[src/rtl/coll_reduce_engine.sv]
module coll_reduce_engine #(
  parameter int MEMBERS = 4,
  parameter int GROUPS  = 4,
  parameter int AW      = 32,
  parameter int OW      = 16,
  localparam int MW = $clog2(MEMBERS),
  localparam int GW = $clog2(GROUPS)
) (
  input  logic               clk,
  input  logic               rst_n,
  input  logic               cfg_valid,
  input  logic               cfg_sel,
  input  logic [GW-1:0]      cfg_group,
  input  logic [MW-1:0]      cfg_member,
  input  logic [MEMBERS-1:0] cfg_mask,
  input  logic [AW-1:0]      cfg_base,
  input  logic               in_valid,
  input  logic [GW-1:0]      in_group,
  input  logic [MW-1:0]      in_member,
  input  logic [1:0]         in_op,
  input  logic [2:0]         in_type,
  input  logic [OW-1:0]      in_offset,
  input  logic [31:0]        in_data,
  output logic               out_valid,
  output logic [GW-1:0]      out_group,
  output logic [MW-1:0]      out_member,
  output logic [AW-1:0]      out_addr,
  output logic [31:0]        out_data,
  output logic               err_flag
);
  localparam logic [1:0] OP_MIN = 2'd0, OP_SUM = 2'd1, OP_MAX = 2'd2;
  localparam logic [2:0] T_INT = 3'd0, T_FP8 = 3'd1, T_FP32 = 3'd3, T_LAST = 3'd4;

  logic [MEMBERS-1:0] grp_mask [GROUPS];
  logic [AW-1:0]      base     [GROUPS][MEMBERS];
  logic [31:0]        acc      [GROUPS];
  logic [MEMBERS-1:0] arrived  [GROUPS];
  logic [1:0]         s_op     [GROUPS];
  logic [2:0]         s_type   [GROUPS];
  logic [OW-1:0]      s_off    [GROUPS];

  logic               busy;
  logic [GW-1:0]      cur_g;
  logic [MEMBERS-1:0] rem;

  function automatic logic [32:0] sm_key(input logic [31:0] x, input int w);
    logic [32:0] lim, mag;
    lim = (33'd1 << (w - 1)) - 33'd1;
    mag = {1'b0, x} & lim;
    return x[w-1] ? lim - mag : lim + 33'd1 + mag;
  endfunction

  function automatic logic [31:0] combine(input logic [1:0] op, input logic [2:0] ty,
                                          input logic [31:0] a, input logic [31:0] b);
    logic [31:0] r, lm, pick;
    logic        lt;
    int          w, sh;
    if (op == OP_SUM) return a + b;
    if (ty == T_INT) begin
      lt = $signed(a) < $signed(b);
      return (lt ^ (op == OP_MAX)) ? a : b;
    end
    w  = (ty == T_FP8) ? 8 : (ty == T_FP32) ? 32 : 16;
    lm = 32'((33'd1 << w) - 33'd1);
    r  = '0;
    for (int l = 0; l < 4; l++) begin
      if (l * w < 32) begin
        sh   = l * w;
        lt   = sm_key(a >> sh, w) < sm_key(b >> sh, w);
        pick = (lt ^ (op == OP_MAX)) ? a : b;
        r    = r | (pick & (lm << sh));
      end
    end
    return r;
  endfunction

  wire hdr_ok = (in_op != 2'd3) && (in_type <= T_LAST) && !(in_op == OP_SUM && in_type != T_INT);
  wire first  = (arrived[in_group] == '0);
  wire same   = first || (s_op[in_group] == in_op && s_type[in_group] == in_type
                          && s_off[in_group] == in_offset);
  wire accept = in_valid && (|grp_mask[in_group]) && grp_mask[in_group][in_member]
                && hdr_ok && !arrived[in_group][in_member] && same;

  logic [GROUPS-1:0] ready;
  logic [GW-1:0]     pick_g;
  logic [MW-1:0]     nxt;
  logic [MEMBERS-1:0] nxt_bit;

  always_comb begin
    pick_g = '0;
    for (int g = GROUPS - 1; g >= 0; g--) begin
      ready[g] = (|grp_mask[g]) && (arrived[g] == grp_mask[g]);
      if (ready[g]) pick_g = GW'(g);
    end
    nxt = '0;
    for (int m = MEMBERS - 1; m >= 0; m--)
      if (rem[m]) nxt = MW'(m);
    nxt_bit = '0;
    nxt_bit[nxt] = 1'b1;
  end

  always_ff @(posedge clk) begin
    if (!rst_n) begin
      busy <= 1'b0; cur_g <= '0; rem <= '0; err_flag <= 1'b0;
      out_valid <= 1'b0; out_group <= '0; out_member <= '0; out_addr <= '0; out_data <= '0;
      for (int g = 0; g < GROUPS; g++) begin
        grp_mask[g] <= '0; acc[g] <= '0; arrived[g] <= '0;
        s_op[g] <= '0; s_type[g] <= '0; s_off[g] <= '0;
        for (int m = 0; m < MEMBERS; m++) base[g][m] <= '0;
      end
    end else begin
      if (cfg_valid) begin
        if (cfg_sel) base[cfg_group][cfg_member] <= cfg_base;
        else         grp_mask[cfg_group] <= cfg_mask;
      end

      if (in_valid && !accept) err_flag <= 1'b1;
      if (accept) begin
        arrived[in_group][in_member] <= 1'b1;
        if (first) begin
          acc[in_group]    <= in_data;
          s_op[in_group]   <= in_op;
          s_type[in_group] <= in_type;
          s_off[in_group]  <= in_offset;
        end else begin
          acc[in_group] <= combine(s_op[in_group], s_type[in_group], acc[in_group], in_data);
        end
      end

      out_valid <= 1'b0;
      if (!busy) begin
        if (|ready) begin
          busy  <= 1'b1;
          cur_g <= pick_g;
          rem   <= grp_mask[pick_g];
        end
      end else begin
        out_valid  <= 1'b1;
        out_group  <= cur_g;
        out_member <= nxt;
        out_addr   <= base[cur_g][nxt] + AW'(s_off[cur_g]);
        out_data   <= acc[cur_g];
        rem        <= rem & ~nxt_bit;
        if ((rem & ~nxt_bit) == '0) begin
          busy         <= 1'b0;
          arrived[cur_g] <= '0;
          acc[cur_g]     <= '0;
        end
      end
    end
  end
endmodule

[config.mk]
export PLATFORM = sky130hd
export DESIGN_NAME = coll_reduce_engine
export DESIGN_NICKNAME = d
export VERILOG_FILES = /design/src/rtl/coll_reduce_engine.sv
export SDC_FILE = /design/constraint.sdc
export NUM_CORES = 2
export LEC_CHECK = 0
export BUFFER_PORTS_ARGS = -buffer_cell sky130_fd_sc_hd__buf_4
export CAP_MARGIN = 5
export CORE_ASPECT_RATIO = 1.25
export CORE_MARGIN = 1.5
export CORE_UTILIZATION = 35
export DETAILED_ROUTE_END_ITERATION = 10
export PLACE_DENSITY = 0.56
export SLEW_MARGIN = 20
export SYNTH_ARGS = -nofsm -noshare
export SYNTH_HDL_FRONTEND = slang
export SYNTH_SLANG_ARGS = --single-unit
[constraint.sdc]
create_clock -name clk -period 11.7 [get_ports clk]
set_input_delay 0.585 -clock clk [delete_from_list [all_inputs] [get_ports clk]]
set_output_delay 0.585 -clock clk [all_outputs]
set_load 0.02 [all_outputs]
==> run_results.csv <==
group,metric,value,unit
outcome,status,"completed",
cts,cts_made_buffers,83,
floorplan,dieHeight,437,um
yosys,async_flop_share,0,%
worst_setup_path,cp_slowest_cell,"buf_4",
global_route,grt_antenna_before_repair,20,
worst_setup_path,cp.required,12.23,ns
detailed_routing,postRouteAntennaNets,0,
yosys,ys_seq_area_share,43.4,%
worst_setup_path,worstPathArrival,9.47,ns
sta,hold_viol,0,
cts,worstSkewPairLatency,0.68,ns
worst_setup_path,cp.buffers_inverters,3,
yosys,synth_edf_count,612,
detailed_routing,vias,40100,
sta,min_period,8.94,ns
sta,setup-violations-final,0,
sta,clock_skew,0.0287,ns
worst_setup_path,path_class,"input port to register",
global_route,grt_max_degree,71,
place,place.gp.congestion,0.925,
sta,rsz0062_at_grt,"no",
finish,final_cell_mix,"edfxtp_1 (612), and2_1 (533), nor2_1 (435), ha_1 (338), nand2_1 (324)",
power_and_ir_drop,peakVddDrop,115,uV
worst_setup_path,startpoint_type,"input port",
detailed_routing,drcViolationCount,0,
sta,fin_crit_sh,76.4,%
yosys,ys_top_cells_by_area,"edfxtp_1 (35%), mux4_2 (10%), dfxtp_1 (8.5%)",
detailed_routing,dr.pass1.iters,5,
power_and_ir_drop,p_leak,22.4,nW
cts,post_cts_resized,0,
global_route,grt_pass1_vias,39900,
detailed_routing,drt_wl_total,179,mm
sta,setup-tns-final,0,ns
floorplan,std_cell_rows,158,
detailed_routing,vias_per_cell,5.64,
finish,drive_above_1_share,14.3,%
place,numPortBuffers,171,
finish,layout.nets,5483,
place,place_hpwl,120,mm
job,drv_cap,0,
floorplan,fp.dieW,350,um
finish,final_common_cell,"edfxtp_1",
cts,root_buffer,"clkbuf_16",
sta,fmax,0.112,GHz
yosys,ys_types,99,
yosys,synth_top_area_share,34.9,%
yosys,synth_area,0.0526,mm2
yosys,syn_area_per_cell,10.7,um2
yosys,synth_warnings,0,
floorplan,ios,172,
yosys,yosysTopAreaCell,"edfxtp_1",
floorplan,dieArea,0.153,mm2
worst_setup_path,cpPeakStageDelay,0.55,ns
cts,cts_hold_buf,0,
yosys,postSynthCellCount,4938,
sta,maxSlewViolCount,0,
sta,holdWs,0.248,ns
cts,cts.clk_slew.worst_paths,0.06,ns
cts,cts_setup_buffers,0,
power_and_ir_drop,power_density,131,mW/mm2
sta,worst_slew_pin_slew,1.21,ns
cts,cts_max_level,3,
global_route,grt_pass1_wl,263,mm
detailed_routing,drtIter0Drc,3740,
floorplan,core_area,0.149,mm2
finish,area_growth,12.2,%
cts,cts.sinks,835,
worst_setup_path,endpoint_kind,"register",
hold_path,hold_class,"input port to register",
yosys,synth_seq_cells,835,
finish,fillerInstances,14600,
cts,clockBufferDepth,3,
worst_setup_path,crit_path_max_fanout,53,
cts,cts_tree,"built",
worst_setup_path,cp_top_family,"compound AO/OA/AOI/OAI gates",
global_route,grt_usage,23.2,%
sta,slew_headroom,18.5,%
detailed_routing,wl_per_cell,25.2,um
floorplan,start_util,35.4,%
global_route,grt-ovfl-total,0,
yosys,synth_flop_cell,"edfxtp_1",
cells in the mapped netlist (all sizes together) (8+ instances only):
cell type and n:
edfxtp 612, and2 534, nor2 455, ha 338
nand2 327, clkbuf 253, a21oi 243, o21ai 241
mux4 238, dfxtp 223, xnor2 196, inv 154
xor2 94, buf 86, nor3 79, mux2i 66
a31oi 62, o22ai 61, a22o 47, a21o 46
nand3 45, and3 44, a211oi 42, a22oi 38
o21bai 35, nand4 34, o21a 29, nand2b 28
nor2b 27, a221oi 24, o31ai 23, or3 21
or2 14, nor4 11, o211ai 11, a2111oi 10
a311oi 9, and4 9, o221ai 9, a2bb2oi 8
metrics by stage:
step                cell area [um2]  setup slack [ns]  utilization (%)  instances  power [mW]
floorplan                     53000              1.51                -       5028        4.58
global placement              56500              2.28             37.9       6956        5.14
detailed placement            56500              2.12             37.9       6956        5.16
CTS                           59100              2.84             39.7       7107        7.76
global route                  59100              2.25             39.7       7109        8.03
finish                        59100              2.76             39.7       7110        7.74
metal layers:
layer | part of all wire (%) | vias to the layer above | GRT usage, % | wire [um]
li1 | - | 18200 | - | -
met1 | 38 | 20000 | 27.8 | 68800
met2 | 50 | 1426 | 40.5 | 89600
met3 | 7.0 | 403 | 3.65 | 12500
met4 | 4.5 | 24 | 10.4 | 8150
met5 | 0.079 | - | 0 | 142
power breakdown:
part / leakage (nW) / total, mW / internal, mW / switching [mW]
clock network: 1.25 / 2.62 / 1.43 / 1.18
logic: 13.4 / 1.74 / 0.641 / 1.10
registers: 7.74 / 3.38 / 3.31 / 0.0720
tightest hold or removal path: cells and delay by family:
family	cells	cell delay (ns)
buffers and inverters	2	0.16
and+or+nand+nor	1	0.07
sequential cells by signal, summed over array words and instances (netlist names), named ones only:
signal	cells
acc	128
arrived	16
base	512
busy	1
cur_g	2
err_flag	1
grp_mask	16
out_addr	32
out_data	32
out_group	2
out_member	2
out_valid	1
rem	4
s_off	64
s_op	8
s_type	12
area by class of cell:
cell class,count,area (um2),area share (%)
inverter,154,583,0.987
multi-input combinational,3700,28500,48.3
clock inverter,34,251,0.426
clock buffer,117,2320,3.93
timing repair buffer,267,2020,3.41
sequential,835,22900,38.7
tap,2000,2500,4.24
antenna,3,7.51,0.0127
worst paths after layout:
path	cells past startpoint	to	slack, ns	startpoint
setup reg to reg	31	acc[2][23]	2.82	s_type[3][2]
hold / removal	3	s_off[3][15]	0.25	in_offset[15]
setup / recovery	32	acc[2][23]	2.76	in_group[1]
hold reg to reg	2	acc[1][22]	0.46	acc[1][22]
cells by family after synthesis:
group	count (synthesis)	share of synthesized area (%)
AND/OR/NAND/NOR	1646	15.7
AO/OA/AOI/OAI	1024	12.7
flip-flops	835	43.4
buffers and inverters	493	3.70
adder cells (fa/ha/maj)	341	8.13
multiplexers	308	11.5
XOR/XNOR	290	4.83
other	1	0.00712
(Power assumes the default switching activity.)
